**config.mk**
```make
export PLATFORM = sky130hd
export DESIGN_NAME = ipr_resolver
export DESIGN_NICKNAME = d
export VERILOG_FILES = /design/src/rtl/ipr_pkg.sv /design/src/rtl/ipr_array_reg.sv /design/src/rtl/ipr_combine.sv /design/src/rtl/ipr_resolver.sv
export SDC_FILE = /design/constraint.sdc
export NUM_CORES = 1
export LEC_CHECK = 0
export CORE_MARGIN = 1
export CORE_UTILIZATION = 52
export DETAILED_ROUTE_END_ITERATION = 12
export GPL_TIMING_DRIVEN = 0
export PLACE_DENSITY_LB_ADDON = 0.05
export SYNTH_ARGS = -nofsm -noshare
export SYNTH_HDL_FRONTEND = slang
export SYNTH_SLANG_ARGS = --single-unit
```
**constraint.sdc**
```tcl
create_clock -name clk -period 2.4 [get_ports clk]
set_clock_uncertainty 0.15 [all_clocks]
set_input_delay 0.24 -clock clk [delete_from_list [all_inputs] [get_ports clk]]
set_output_delay 0.24 -clock clk [all_outputs]
set_load 0.02 [all_outputs]
```
**src/rtl/ipr_pkg.sv**
```systemverilog
package ipr_pkg;

   localparam int unsigned ENT_W   = 4;
   localparam int unsigned BIT_RD  = 0;
   localparam int unsigned BIT_WR  = 1;
   localparam int unsigned BIT_EX  = 2;
   localparam int unsigned BIT_USE = 3;

   typedef enum logic [1:0] {
      ACC_READ  = 2'd0,
      ACC_WRITE = 2'd1,
      ACC_EXEC  = 2'd2,
      ACC_RSVD  = 2'd3
   } acc_kind_e;

   typedef enum logic [1:0] {
      SEL_BASE   = 2'd0,
      SEL_OVL_PR = 2'd1,
      SEL_OVL_UN = 2'd2,
      SEL_NONE   = 2'd3
   } cfg_sel_e;

endpackage

```
**src/rtl/ipr_array_reg.sv**
```systemverilog
module ipr_array_reg #(
   parameter int unsigned IDX_W   = 4,
   parameter int unsigned FIELD_W = 4,
   localparam int unsigned ENTRIES = 1 << IDX_W,
   localparam int unsigned ARR_W   = ENTRIES * FIELD_W
) (
   input  logic               clk,
   input  logic               rst_n,
   input  logic               wr_en,
   input  logic [ARR_W-1:0]   wr_data,
   input  logic [IDX_W-1:0]   rd_idx,
   output logic [FIELD_W-1:0] rd_entry
);

   if (IDX_W < 1 || IDX_W > 6) begin : g_bad_idx
      $error("ipr_array_reg: IDX_W out of range");
   end

   logic [ARR_W-1:0]   arr_q;
   logic [FIELD_W-1:0] ent [ENTRIES];

   always_ff @(posedge clk or negedge rst_n) begin
      if (!rst_n) arr_q <= '0;
      else if (wr_en) arr_q <= wr_data;
   end

   for (genvar i = 0; i < ENTRIES; i++) begin : g_ent
      assign ent[i] = arr_q[i*FIELD_W +: FIELD_W];
   end

   assign rd_entry = ent[rd_idx];

   // a written word is what the array holds afterwards
   p_write_lands_r8: assert property (@(posedge clk) disable iff (!rst_n)
      wr_en |=> arr_q == $past(wr_data));

   // without a write strobe the array keeps its contents
   p_hold_r8: assert property (@(posedge clk) disable iff (!rst_n)
      !wr_en |=> $stable(arr_q));

endmodule

```
**src/rtl/ipr_combine.sv**
```systemverilog
module ipr_combine
   import ipr_pkg::*;
#(
   parameter int unsigned FIELD_W = 4
) (
   input  logic               valid_i,
   input  logic [FIELD_W-1:0] base_i,
   input  logic [FIELD_W-1:0] ovl_i,
   input  acc_kind_e          kind_i,
   output logic [FIELD_W-1:0] perm_o,
   output logic               fault_o
);

   if (FIELD_W != ENT_W) begin : g_bad_field
      $error("ipr_combine: FIELD_W must match the entry format");
   end

   localparam int unsigned RW = FIELD_W - 1;

   logic          usable;
   logic [RW-1:0] rights;
   logic [RW-1:0] need;

   assign usable = base_i[BIT_USE] & ovl_i[BIT_USE];
   assign rights = base_i[RW-1:0] & ovl_i[RW-1:0];

   always_comb begin
      need = '0;
      unique case (kind_i)
         ACC_READ:  need[BIT_RD] = 1'b1;
         ACC_WRITE: need[BIT_WR] = 1'b1;
         ACC_EXEC:  need[BIT_EX] = 1'b1;
         default:   need = '0;
      endcase
   end

   always_comb begin
      perm_o  = '0;
      fault_o = 1'b0;
      if (valid_i) begin
         if (usable) perm_o = {1'b1, rights};
         fault_o = (kind_i == ACC_RSVD) || !usable || ((rights & need) == '0);
      end
   end

endmodule

```
**src/rtl/ipr_resolver.sv**
```systemverilog
module ipr_resolver
   import ipr_pkg::*;
#(
   parameter int unsigned IDX_W     = 4,
   parameter int unsigned FIELD_W   = 4,
   parameter bit          SPLIT_OVL = 1'b1,
   localparam int unsigned ARR_W    = (1 << IDX_W) * FIELD_W
) (
   input  logic               clk,
   input  logic               rst_n,
   input  logic               cfg_we,
   input  logic [1:0]         cfg_addr,
   input  logic [ARR_W-1:0]   cfg_data,
   input  logic               req_valid,
   input  logic [IDX_W-1:0]   req_base_idx,
   input  logic [IDX_W-1:0]   req_ovl_idx,
   input  logic [1:0]         req_kind,
   input  logic               req_priv,
   output logic               resp_valid,
   output logic               resp_fault,
   output logic [FIELD_W-1:0] resp_perm
);

   if (FIELD_W != ENT_W) begin : g_bad_field
      $error("ipr_resolver: FIELD_W must be 4");
   end

   logic             q_valid;
   logic [IDX_W-1:0] q_base;
   logic [IDX_W-1:0] q_ovl;
   acc_kind_e        q_kind;
   logic             q_priv;

   always_ff @(posedge clk or negedge rst_n) begin
      if (!rst_n) begin
         q_valid <= 1'b0;
         q_base  <= '0;
         q_ovl   <= '0;
         q_kind  <= ACC_READ;
         q_priv  <= 1'b0;
      end else begin
         q_valid <= req_valid;
         if (req_valid) begin
            q_base <= req_base_idx;
            q_ovl  <= req_ovl_idx;
            q_kind <= acc_kind_e'(req_kind);
            q_priv <= req_priv;
         end
      end
   end

   cfg_sel_e cfg_sel;
   assign cfg_sel = cfg_sel_e'(cfg_addr);

   logic we_base, we_pr, we_un;
   assign we_base = cfg_we && (cfg_sel == SEL_BASE);
   assign we_pr   = cfg_we && (cfg_sel == SEL_OVL_PR);
   assign we_un   = cfg_we && (cfg_sel == SEL_OVL_UN);

   logic [FIELD_W-1:0] base_ent;
   logic [FIELD_W-1:0] ovl_ent;

   ipr_array_reg #(.IDX_W(IDX_W), .FIELD_W(FIELD_W)) u_base (
      .clk(clk), .rst_n(rst_n), .wr_en(we_base), .wr_data(cfg_data),
      .rd_idx(q_base), .rd_entry(base_ent)
   );

   if (SPLIT_OVL) begin : g_split
      logic [FIELD_W-1:0] pr_ent, un_ent;
      ipr_array_reg #(.IDX_W(IDX_W), .FIELD_W(FIELD_W)) u_ovl_pr (
         .clk(clk), .rst_n(rst_n), .wr_en(we_pr), .wr_data(cfg_data),
         .rd_idx(q_ovl), .rd_entry(pr_ent)
      );
      ipr_array_reg #(.IDX_W(IDX_W), .FIELD_W(FIELD_W)) u_ovl_un (
         .clk(clk), .rst_n(rst_n), .wr_en(we_un), .wr_data(cfg_data),
         .rd_idx(q_ovl), .rd_entry(un_ent)
      );
      assign ovl_ent = q_priv ? pr_ent : un_ent;
   end else begin : g_shared
      ipr_array_reg #(.IDX_W(IDX_W), .FIELD_W(FIELD_W)) u_ovl (
         .clk(clk), .rst_n(rst_n), .wr_en(we_pr | we_un), .wr_data(cfg_data),
         .rd_idx(q_ovl), .rd_entry(ovl_ent)
      );
   end

   ipr_combine #(.FIELD_W(FIELD_W)) u_comb (
      .valid_i(q_valid), .base_i(base_ent), .ovl_i(ovl_ent), .kind_i(q_kind),
      .perm_o(resp_perm), .fault_o(resp_fault)
   );

   assign resp_valid = q_valid;

   // a request shows up as a result one edge later
   p_resp_follows_r9: assert property (@(posedge clk) disable iff (!rst_n)
      req_valid |=> resp_valid);

   // no result means no fault and no rights
   p_idle_quiet_r9: assert property (@(posedge clk) disable iff (!rst_n)
      !resp_valid |-> (!resp_fault && resp_perm == '0));

   // resolved rights are a subset of both selected entries
   p_narrow_r3: assert property (@(posedge clk) disable iff (!rst_n)
      resp_valid |-> ((resp_perm[FIELD_W-2:0] & ~(base_ent[FIELD_W-2:0] & ovl_ent[FIELD_W-2:0])) == '0));

   // an unusable entry on either side always faults
   p_unusable_faults_r4: assert property (@(posedge clk) disable iff (!rst_n)
      (resp_valid && !(base_ent[BIT_USE] && ovl_ent[BIT_USE])) |-> (resp_fault && resp_perm == '0));

   // the reserved access kind always faults
   p_rsvd_faults_r7: assert property (@(posedge clk) disable iff (!rst_n)
      (resp_valid && q_kind == ACC_RSVD) |-> resp_fault);

endmodule

```
# Word level (Yosys, flattened, before mapping)
# Cells that the tools add are included.
[classes] n_addsub=0 mul=0 div_mod_pow=0 order_cmp=2 n_eq_ne=5 shifts=0 muxes=16 bitwise=5 reduce_logical=9
[op_table] operator="4-bit binary-select mux with 4-bit select" count=3
[op_table] operator="4-bit 2-to-1 mux" count=9
[op_table] operator="5-bit greater-or-equal comparator, second input constant" count=2
[op_table] operator="4-bit inverter with 5-bit output" count=2
[op_table] operator="3-bit bitwise AND" count=2
[op_table] operator="2-bit == test, second input constant" count=3
[op_table] operator="2-bit by 1-bit == test with 1-bit output, second input constant" count=2
[op_table] operator="2-bit zero test" count=2
[op_table] operator="1-bit 2-to-1 mux" count=4
[op_table] operator="1-bit logical AND" count=3
[op_table] operator="3-bit zero test" count=1
[op_table] operator="1-bit logical OR" count=2
[op_table] operator="1-bit bitwise AND" count=1
[op_table] operator="1-bit zero test" count=1
[word_totals] regBits=204 latch_bits=0 ram_bits=0 rom_bits=0 inputBits=81 out_inout_bits=6 elab_cells=45 n_memories=0

# Longest topological paths before layout
# Gate-level depths: netlist of run 1.
[logic_depth] ltp_word=10 ltp_mapped=10

# By module
# From an unflattened synthesis of run 1, not the netlist that was laid out.
[hier_totals] cells_unflattened=567 hier_area_um2=9346.5
[by_module_without_submodules] module="ipr_array_reg" instances=3 cells_each=174 area_each_um2=2910.3 seq_area_each_um2=1601.5
[by_module_without_submodules] module="ipr_resolver" instances=1 cells_each=31 area_each_um2=543.0 seq_area_each_um2=300.3
[by_module_without_submodules] module="ipr_combine" instances=1 cells_each=14 area_each_um2=72.6 seq_area_each_um2=0.0

# Worst setup path before layout of run 1
# OpenSTA, ideal clock, no wires.
[synth_path] path_kind="reg-to-output" startpoint="register q_ovl[0]" endpoint="output port resp_fault" t_arrival_ps=2004 t_required_ps=2010 path_slack_ps=6 stages_incl_launch_ff=8 n_path_buf=0 cell_sequence="dfrtp_1 -> mux4_1 -> mux2_2 -> nand2_1 -> nand3_2 -> and4_4 -> a311oi_2 -> o31a_1"
[synth_via] elab_chain_cells=10 word_cells_on_any_way=16 classes_between="mux (8); bitwise (4); reduce/logical (4)"
[synth_rtl] element="from (decl)" line="ipr_resolver.sv:30" text="logic [IDX_W-1:0] q_ovl;"
[synth_rtl] element="from (signal assigned)" line="ipr_resolver.sv:45" text="q_ovl <= req_ovl_idx;"
[synth_rtl] element="4-bit inverter with 5-bit output (not written as such) (*)" line="ipr_array_reg.sv:31" text="assign rd_entry = ent[rd_idx];"
[synth_rtl] element="4-bit binary-select mux with 4-bit select" line="ipr_array_reg.sv:31"
[synth_rtl] element="4-bit 2-to-1 mux (not written as such) (2 in series)" line="ipr_array_reg.sv:31"
[synth_rtl] element="4-bit 2-to-1 mux (*)" line="ipr_resolver.sv:78" text="assign ovl_ent = q_priv ? pr_ent : un_ent;"
[synth_rtl] element="3-bit bitwise AND or 1-bit bitwise AND (tied branches)" line="ipr_combine.sv:25, ipr_combine.sv:24"
[synth_rtl] element="3-bit bitwise AND or 1-bit zero test (tied branches)" line="ipr_combine.sv:42" text="fault_o = (kind_i == ACC_RSVD) || !usable || ((rights & need) == '0);"
[synth_rtl] element="3-bit zero test or 1-bit logical OR (tied branches)" line="ipr_combine.sv:42"
[synth_rtl] element="1-bit logical OR (*)" line="ipr_combine.sv:42"
[synth_rtl] element="1-bit 2-to-1 mux (*)" line="ipr_combine.sv:40" text="if (valid_i) begin"
[synth_rtl] element="to (decl)" line="ipr_resolver.sv:20" text="output logic resp_fault,"
# Every way passes the cells marked *; elsewhere a longest branch is shown, timed or not. The select of a mux whose other input is x is not followed.

# Worst setup path after layout of run 1
[layout_path] startpoint="register q_ovl[1]" endpoint="output port resp_fault"
# The elaborated chain is that of the path after synthesis.

==> summary.md, run 1 <==
| Metric | Value |
|---|---|
| Ys Warns | 0 |
| H-tree levels | 1 |
| Final WL | 24400 microns |
| Cell breakdown of the critical path | buf_4 -> buf_6 -> mux4_2 -> o221ai_2 -> nand3_2 -> o21ai_4 -> o21a_1 -> o31a_1 -> buf_6 |
| Reg clk slew, reported paths | 0.06 ns |
| Worst path required time | 2.01 ns |
| Largest net degree at the start of global routing | 75 |
| Routability cong. | 0.894 |
| R2R Path End | q_ovl[2]$_DFFE_PN0P_ |
| I/O Pins | 87 |
| Area after DPL | 0.0105 sq mm |
| Worst hold-check path type | input port to asynchronous set/reset pin |
| Slew margin rel. | 0.471 |
| FF+latch count, synth | 204 |
| Clock sinks | 204 |
| P per Cell Area | 856 mW/mm^2 |
| Rows | 48 |
| Hold Slack | 0.128 ns |
| Clk root buf | clkbuf_16 |
| Antenna diodes | 0 |
| Max-slew violations | 0 |
| CTS tree | yes |
| Cells on worst reg2reg path | 4 |
| Worst Max-Slew Pin Slew | 0.793 ns |
| Avg Inst Size Synth | 15.0 sq um |
| Post-synthesis sequential area ratio | 0.551 |
| Fmax | 0.320 GHz |
| Status | complete, but fails checks |
| Post-DR wirelength/cell | 25.0 microns |
| Cell Area, Synth | 0.00927 sq mm |
| Reg2reg start | q_ovl[2]$_DFFE_PN0P_ |
| Post-synth top cells | 205 x mux2_2, 204 x dfrtp_1, 37 x mux2i_1 |
| Total global-route track usage | 0.282 |
| DIE WIDTH | 135 microns |
| Leakage power | 4.84 nW |
| Total gr overflow | 0 |
| Count leader, synth | mux2_2 |
| Critical Path Fanout Max | 10 |
| Clk_lat worst skew | 0.51 ns |
| Endpoints failing setup | 5 |
| Total CTS buffers | 22 |
| Arrival @ worst endpoint | 2.73 ns |
| Fin worst setup slack | -0.720 ns |
| Crit path launch | q_ovl[1]$_DFFE_PN0P_ |
| Final hold vios | 0 |
| DIE AREA | 0.0184 sq mm |
| Top cell by count, worst path | buf_6 |
| Area Overhead vs Synth | 24.3% |
| Layout cell share with drive strength beyond 1 | 0.440 |
| Via count | 5869 |
| Worst Setup Path Type | register to output port |
| Maximum VDD drop | 0.922 mV |
| RSZ-0062 raised after global routing | true |
| Layout Nets | 822 |
| Post-synth EDFFs | 0 |
| IO Port Bufs | 86 |
| Max Cap Viol | 0 |
| Startpoint class of the critical path | register |
| Failing checks | setup timing |
| Critical Path Sink | resp_fault |
| Initial DRC count | 328 |
| Tmin final | 3.12 ns |
| CP Capture Type | output port |
| Top_reg_cell synth | dfrtp_1 |
| Reg-to-reg slack, setup | 0.92 ns |
| Initial antenna violation count | 1 |
| Fraction of registers with async set/reset | 1.00 |
| Number of global-route vias before repair | 6291 |
| Distinct cells, synth | 37 |
| Total power | 0.00985 W |
| # DRC | 0 |
| Die H | 135 microns |
| DR pass1 iterations | 5 |
| Leading area contributor after synthesis | dfrtp_1 |
| Fin area | 0.0115 sq mm |
| Vias/cell | 6.00 |
| Setup slack at placement | -1.01 ns |
| Core area | 0.0174 sq mm |
| Crit path largest cell delay | 0.40 ns |
| Fin crit share | 1.30 |
| Initial core utilization | 0.534 |
| Wire length of the first global-routing pass | 37400 microns |
| Clock Path Buffers | 3 |
| Dpl hpwl | 16900 microns |
| Post-Synthesis Net Count | 698 |
| Final ANT Viol Nets | 0 |
| CP max stage cell | dfrtp_1 |
| Top cells by area, synth | dfrtp_1 55%, mux2_2 25%, mux4_2 7.0%, mux2i_1 4.0%, nand3_1 0.92% |
| Syn Inst Count | 617 |
| Post-synth top area share | 0.551 |
-- worst max-delay path, delay by kind of cell, from the launching register on --
kind / cells / cell delay [ns]
AO/OA/AOI/OAI: 4 / 0.71
buffers and inverters: 3 / 0.61
flip-flops: 1 / 0.40
multiplexers: 1 / 0.37
AND/OR/NAND/NOR: 1 / 0.13
-- metal layers --
layer / wire [microns] / global-route usage / part of all wire / vias to the layer above
met4: 773 / 0.0911 / 0.032 / 0
met2: 11700 / 0.455 / 0.48 / 183
met1: 10700 / 0.391 / 0.44 / 3101
met5: 0 / 0 / 0 / -
met3: 1190 / 0.0456 / 0.049 / 46
li1: - / - / - / 2539
-- cell families (layout without fill, tap and decap cells) --
| family | count (synthesis) | count (layout) | synth area share |
|---|---|---|---|
| and+or+nand+nor | 66 | 66 | 0.0361 |
| buffers and inverters | 44 | 180 | 0.0239 |
| muxes | 273 | 273 | 0.365 |
| DFF | 204 | 204 | 0.551 |
| AOI/OAI and AO/OA | 30 | 30 | 0.0238 |
-- power by group --
part | leakage [nW] | internal (W) | switching (W)
clock | 0.347 | 0.00201 | 0.00134
combinational | 2.08 | 0.00118 | 0.000903
sequential | 2.41 | 0.00407 | 0.000344
total | 4.84 | 0.00727 | 0.00258
-- worst min path at each step --
stage | endpoint | slack (ns) | cells past startpoint
2_1_floorplan | g_split.u_ovl_pr.arr_q[0]$_DFFE_PN0P_ | -0.21 | 0
3_3_place_gp | g_split.u_ovl_pr.arr_q[37]$_DFFE_PN0P_ | 0.33 | 1
3_5_place_dp | u_base.arr_q[15]$_DFFE_PN0P_ | 0.07 | 1
4_1_cts | u_base.arr_q[15]$_DFFE_PN0P_ | 0.15 | 2
5_1_grt | u_base.arr_q[7]$_DFFE_PN0P_ | 0.16 | 2
6_report | g_split.u_ovl_un.arr_q[11]$_DFFE_PN0P_ | 0.13 | 2
-- sequential cells by signal, summed over array words and instances (netlist names) --
register and flops:
resp_valid 1, q_ovl 4, q_priv 1, u_base.arr_q 64, g_split.u_ovl_pr.arr_q 64, q_kind 2, g_split.u_ovl_un.arr_q 64, q_base 4
-- timing repair --
item,CTS,global route
hold buffers,1,0
buffers inserted,9,1
pin swaps,12,5
cloned,1,0
setup endpoints to repair,46,5
gates resized for setup,73,11
hold endpoints to repair,82,0
-- cell usage in the layout, fill, tap and decap left out, drive strengths merged, types with 4 or more instances in the layout --
cell type	instances
a22oi	10
buf	36
nor2b	6
nand3	18
mux2	205
clkdlybuf4s50	80
mux4	31
clkinv	4
a21oi	4
clkbuf	52
dfrtp	204
mux2i	37
nor2	10
nand2	19
inv	4
-- area by class of cell --
type,count,area [sq um]
repair buffers,100,1050
flip-flops and latches,204,5110
clock buffers,29,618
fillers,1243,5840
clock inverters,7,87.6
inverters,4,15.0
well taps,225,282
multi-input cells,369,4070
plain buffers,40,288
-- stage by stage --
step                TNS (ns)  utilization  instances
finish                 -3.15        0.663        978
global route           -3.45        0.663        978
CTS                    -3.06        0.661        977
detailed placement    -73.28        0.603        930
global placement    -1545.79        0.600        928
floorplan                  0            -        617
(Power assumes the default switching activity.)
==> inputs of run 2 (changes only) <==
HOLD_SLACK_MARGIN = 0.15   (was not set)
==> run 2 against run 1 <==
Compared with the run above:
- the run still ends with setup timing left
- die area is the same
- combinational power is essentially flat
- critical path depth is the same
- sequential power is essentially flat
- clock-buffer cell count is the same
- clock power is essentially flat
- global-route usage is essentially flat
- critical path type unchanged
==> summary.md, run 2 (synthesized netlist as in run 1, its figures left out) <==
| Metric | Value |
|---|---|
| Max-slew violations | 0 (unchanged) |
| Rows | 48 (unchanged) |
| DIE AREA | 0.0184 sq mm (unchanged) |
| Initial core utilization | 0.534 (unchanged) |
| DIE WIDTH | 135 microns (unchanged) |
| CP Capture Type | output port |
| H-tree levels | 1 (unchanged) |
| CTS tree | yes |
| Routability cong. | 0.894 (unchanged) |
| Fin crit share | 1.30 (about the same) |
| Top cell by count, worst path | buf_6 |
| Clk root buf | clkbuf_16 |
| CP max stage cell | dfrtp_1 |
| Final WL | 24400 microns (about the same) |
| Layout Nets | 824 (+0.24%) |
| Fmax | 0.320 GHz (about the same) |
| Slew margin rel. | 0.465 (-0.00600) |
| Post-DR wirelength/cell | 24.9 microns (-0.15%) |
| Via count | 5844 (-0.43%) |
| Clock Path Buffers | 3 (unchanged) |
| Final ANT Viol Nets | 0 (unchanged) |
| Top flop regs | g_split.u_ovl_pr.arr_q: 64 flops, g_split.u_ovl_un.arr_q: 64 flops, u_base.arr_q: 64 flops |
| Reg clk slew, reported paths | 0.06 ns (about the same) |
| Max Cap Viol | 0 (unchanged) |
| Crit path largest cell delay | 0.41 ns (about the same) |
| Clock sinks | 204 (unchanged) |
| Dpl hpwl | 16900 microns (unchanged) |
| Layout cell share with drive strength beyond 1 | 0.438 (-0.00116) |
| Arrival @ worst endpoint | 2.73 ns (about the same) |
| Setup TNS | -3.16 ns (-0.00878 ns) |
| Tmin final | 3.12 ns (+0.000870 ns) |
| Number of global-route vias before repair | 6304 (+0.21%) |
| I/O Pins | 87 (unchanged) |
| Total CTS buffers | 22 (unchanged) |
| Worst Setup Path Type | register to output port |
| Leakage power | 4.85 nW (+0.17%) |
| Initial antenna violation count | 1 (unchanged) |
| DR pass1 iterations | 4 (-1) |
| Vias/cell | 5.96 (-0.63%) |
| Largest net degree at the start of global routing | 75 (unchanged) |
| IO Port Bufs | 86 (unchanged) |
| Cell breakdown of the critical path | buf_4 -> buf_6 -> mux4_2 -> o221ai_2 -> nand3_2 -> o21ai_4 -> o21a_1 -> o31a_1 -> buf_6 |
| Commonest non-fill, non-tap cells in the layout | 204 x mux2_2, 203 x dfrtp_1, 80 x clkdlybuf4s50_1, 34 x mux2i_1, 29 x mux4_2 |
| Setup slack at placement | -1.01 ns (unchanged) |
| Total gr overflow | 0 (unchanged) |
| Total global-route track usage | 0.282 (+0.000331) |
| Clk_lat worst skew | 0.51 ns (about the same) |
| Most common cell after layout, fill and taps aside | mux2_2 |
| Area Overhead vs Synth | 24.5% |
| Failing checks | setup timing |
| FILL cells | 1241 (-0.16%) |
| # DRC | 0 (unchanged) |
| Final core utilization | 0.664 (+0.00115) |
| Non-filler cells, final | 980 (+0.20%) |
| Status | complete, but fails checks |
| Wire length of the first global-routing pass | 37400 microns (+0.13%) |
| Placed Instances | 930 (unchanged) |
| Startpoint class of the critical path | register |
| P per Cell Area | 854 mW/mm^2 (-0.23%) |
| Final hold vios | 0 (unchanged) |
| Initial DRC count | 293 (-11%) |
| Worst path required time | 2.01 ns (about the same) |
| Die H | 135 microns (unchanged) |
| Worst hold-check path type | input port to register |
| Endpoints failing setup | 5 (unchanged) |
| Fin worst setup slack | -0.721 ns (-0.000870 ns) |
| Worst Max-Slew Pin Slew | 0.802 ns (+0.00900 ns) |
| Critical Path Fanout Max | 10 (unchanged) |
| RSZ-0062 raised after global routing | true |
| Core area | 0.0174 sq mm (unchanged) |
| Total power | 0.00984 W (about the same) |
| Antenna diodes | 0 (unchanged) |
| Maximum VDD drop | 0.921 mV (-0.15%) |
-- run 2: cell types whose count changed in the layout (fill, tap and decap cells not counted) --
| cell | delta |
|---|---|
| dlygate4sd3_1 | +2 |
-- run 2: worst max-delay path: cells and delay by family (launching register included) --
family | cells | cell delay (ns)
DFF | 1 | 0.41
AOI/OAI and AO/OA | 4 | 0.71
muxes | 1 | 0.36
and+or+nand+nor | 1 | 0.13
buffers and inverters | 3 | 0.61
-- run 2: report_power, final --
part           switching [W]  internal, W  total [W]  leakage, nW
Clock                0.00133      0.00201    0.00334        0.347
Sequential          0.000343      0.00408    0.00442         2.41
Combinational       0.000901      0.00118    0.00208         2.09
-- run 2: through the flow --
stage          cell area, sq um  hold WS (ns)
3_5_place_dp              10500        0.0702
4_1_cts                   11500         0.179
3_3_place_gp              10400         0.330
6_report                  11500         0.190
5_1_grt                   11500         0.214
2_1_floorplan              9270        -0.206
-- run 2: area by class of cell --
cell class,instances,area [sq um],share of cell area
Sequential cell,204,5110,0.443
Multi-Input combinational cell,369,4070,0.353
Timing Repair Buffer,102,1070,0.0924
Clock buffer,29,618,0.0536
Buffer,40,288,0.0250
Tap cell,225,282,0.0244
Clock inverter,7,87.6,0.00759
Inverter,4,15.0,0.00130
-- run 2: worst paths after layout --
path	slack [ns]	to	startpoint	cells after the start
min in group asynchronous	0.66	u_base.arr_q[3]$_DFFE_PN0P_	rst_n	3
setup reg to reg	0.92	q_ovl[2]$_DFFE_PN0P_	q_ovl[2]$_DFFE_PN0P_	4
hold reg to reg	0.35	g_split.u_ovl_pr.arr_q[53]$_DFFE_PN0P_	g_split.u_ovl_pr.arr_q[53]$_DFFE_PN0P_	1
max in group asynchronous	0.39	u_base.arr_q[7]$_DFFE_PN0P_	rst_n	4
hold / removal	0.19	resp_valid$_DFF_PN0_	req_valid	1
setup / recovery	-0.72	resp_fault	q_ovl[1]$_DFFE_PN0P_	9
-- run 2: routing by layer --
layer  wire length (microns)  track usage  vias to the layer above  share of wire
met5                       0            0                        -              0
met4                     731       0.0911                        0          0.030
met3                    1380       0.0456                       43          0.056
met2                   11800        0.456                      168           0.48
met1                   10500        0.391                     3095           0.43
li1                        -            -                     2538              -
-- run 2: what timing repair did --
action	in CTS	in global routing
buffers inserted	9	1
endpoints found under the setup margin	46	5
hold buffers	3	0
pin swaps	12	5
resized for setup	73	11
hold endpoints to repair	204	0
cloned	1	0
==> inputs of run 3 (changes only) <==
PLACE_DENSITY = 0.76   (was not set)
PLACE_DENSITY_LB_ADDON = not set   (was 0.05)
==> run 3 against run 2 <==
Compared with the run above:
- the flow still finishes with violations (setup timing)
- non-clock buffer count increased by 1
- sequential power about the same
- critical path depth increased by 1
- fmax decreased by 0.96%
- core utilization decreased by 0.21 points
- global-route usage increased by 0.087 points
- hold slack got worse by 0.021 ns
- cell count increased by 0.41%
- sequential share of layout area increased by 0.15 points
- largest power group unchanged
==> summary.md, run 3 (synthesized netlist as in run 1, its figures left out) <==
| Metric | Value |
|---|---|
| Slew margin rel. | 0.450 (-0.0150) |
| Max-slew violations | 0 (unchanged) |
| Status | complete, but fails checks |
| RSZ-0062 raised after global routing | true |
| H-tree levels | 1 (unchanged) |
| Startpoint class of the critical path | register |
| Hold Slack | 0.169 ns (-0.0210 ns) |
| Worst Max-Slew Pin Slew | 0.824 ns (+0.0226 ns) |
| Most common cell after layout, fill and taps aside | mux2_2 |
| Leakage power | 4.83 nW (-0.36%) |
| Largest net degree at the start of global routing | 120 (+60%) |
| Area Overhead vs Synth | 24.1% |
| Total CTS buffers | 23 (+4.5%) |
| Dpl hpwl | 16700 microns (-0.89%) |
| Clock Path Buffers | 3 (unchanged) |
| Top flop regs | g_split.u_ovl_pr.arr_q: 64 flops, g_split.u_ovl_un.arr_q: 64 flops, u_base.arr_q: 64 flops |
| CP Capture Type | output port |
| Via count | 5955 (+1.9%) |
| IO Port Bufs | 86 (unchanged) |
| Initial core utilization | 0.534 (unchanged) |
| Worst path required time | 2.01 ns (about the same) |
| Rows | 48 (unchanged) |
| Clock sinks | 204 (unchanged) |
| DR pass1 iterations | 5 (+1) |
| Final WL | 24600 microns (+0.66%) |
| Initial antenna violation count | 1 (unchanged) |
| Layout Nets | 826 (+0.24%) |
| Tmin final | 3.15 ns (+0.0303 ns) |
| Critical Path Fanout Max | 10 (unchanged) |
| Initial DRC count | 358 (+22%) |
| Endpoints failing setup | 5 (unchanged) |
| Final core utilization | 0.662 (-0.00209) |
| CTS tree | yes |
| Fmax | 0.317 GHz (-0.96%) |
| Routability cong. | 0.867 (-3.0%) |
| P per Cell Area | 851 mW/mm^2 (-0.34%) |
| Core area | 0.0174 sq mm (unchanged) |
| Number of global-route vias before repair | 6407 (+1.6%) |
| Fin worst setup slack | -0.752 ns (-0.0303 ns) |
| Final hold vios | 0 (unchanged) |
| Worst hold-check path type | input port to asynchronous set/reset pin |
| Arrival @ worst endpoint | 2.76 ns (+0.03 ns) |
| Clk root buf | clkbuf_16 |
| Max Cap Viol | 0 (unchanged) |
| Total global-route track usage | 0.283 (+0.000873) |
| Commonest non-fill, non-tap cells in the layout | 204 x mux2_2, 202 x dfrtp_1, 80 x clkdlybuf4s50_1, 34 x mux2i_1, 31 x mux4_2 |
| DIE AREA | 0.0184 sq mm (unchanged) |
| # DRC | 0 (unchanged) |
| Worst Setup Path Type | register to output port |
| Setup TNS | -3.26 ns (-0.0965 ns) |
| Clk_lat worst skew | 0.51 ns (about the same) |
| I/O Pins | 87 (unchanged) |
| Setup slack at placement | -0.997 ns (+0.0154 ns) |
| Reg clk slew, reported paths | 0.06 ns (about the same) |
| Antenna diodes | 0 (unchanged) |
| Post-DR wirelength/cell | 25.0 microns (+0.25%) |
| Vias/cell | 6.05 (+1.5%) |
| Total power | 0.00978 W (-0.66%) |
| Die H | 135 microns (unchanged) |
| DIE WIDTH | 135 microns (unchanged) |
| Fin crit share | 1.31 (+0.0126) |
| Total gr overflow | 0 (unchanged) |
| Layout cell share with drive strength beyond 1 | 0.441 (+0.00296) |
| Maximum VDD drop | 0.684 mV (-26%) |
| Final ANT Viol Nets | 0 (unchanged) |
| Wire length of the first global-routing pass | 37600 microns (+0.41%) |
| Failing checks | setup timing |
[run 3: per-stage QoR]
step,instance area (sq um),instances
6_report,11500,984
3_3_place_gp,10400,928
3_5_place_dp,10400,929
5_1_grt,11500,984
2_1_floorplan,9270,617
4_1_cts,11500,981
[run 3: critical path: stages (launching register included)]
cell and delay [ns]:
dfrtp_2 0.49, buf_12 0.18, buf_12 0.14, and2b_2 0.25, a22oi_2 0.22, a31oi_1 0.13, nor2_1 0.16, and4_4 0.23
a311oi_2 0.04, o31a_1 0.28, buf_6 0.14
[run 3: layout make-up]
class,count,area [sq um]
buffer,40,290
tap,225,282
fill,1215,5860
clock buffer,36,674
inverter,4,15.0
timing repair buffer,103,1050
sequential,204,5110
multi-input combinational,369,4060
clock inverter,3,22.5
[run 3: layer usage]
layer,vias up,global-route usage,wire [microns]
met1,3126,0.376,10300
met4,0,0.118,1050
met3,60,0.0498,1410
met5,-,0,0
li1,2538,-,-
met2,231,0.460,11800
[run 3: final timing paths]
kind                                                          endpoint  slack (ns)  cells after the start                                  start
worst max-delay path                                        resp_fault       -0.75                     10                   q_ovl[0]$_DFFE_PN0P_
worst min-delay path            g_split.u_ovl_pr.arr_q[23]$_DFFE_PN0P_        0.17                      2                                  rst_n
worst max register to register                    q_ovl[2]$_DFFE_PN0P_        0.92                      4                   q_ovl[2]$_DFFE_PN0P_
worst min register to register   g_split.u_ovl_pr.arr_q[7]$_DFFE_PN0P_        0.35                      1  g_split.u_ovl_pr.arr_q[7]$_DFFE_PN0P_
max in group asynchronous        g_split.u_ovl_pr.arr_q[1]$_DFFE_PN0P_        0.92                      3                                  rst_n
min in group clk                                 q_kind[0]$_DFFE_PN0P_        0.19                      3                            req_kind[0]
[run 3: where the power goes]
group	internal (W)	leakage (nW)	switching, W
Sequential	0.00408	2.41	0.000355
Clock	0.00192	0.341	0.00134
Combinational	0.00118	2.08	0.000907
Total	0.00718	4.83	0.00260
[run 3: timing repair]
action	in CTS	in global routing
gates resized for setup	73	12
endpoints found under the hold margin	85	0
pin swaps	15	12
hold buffers	1	0
setup endpoints to repair	45	5
gates cloned	1	0
buffers inserted	11	4
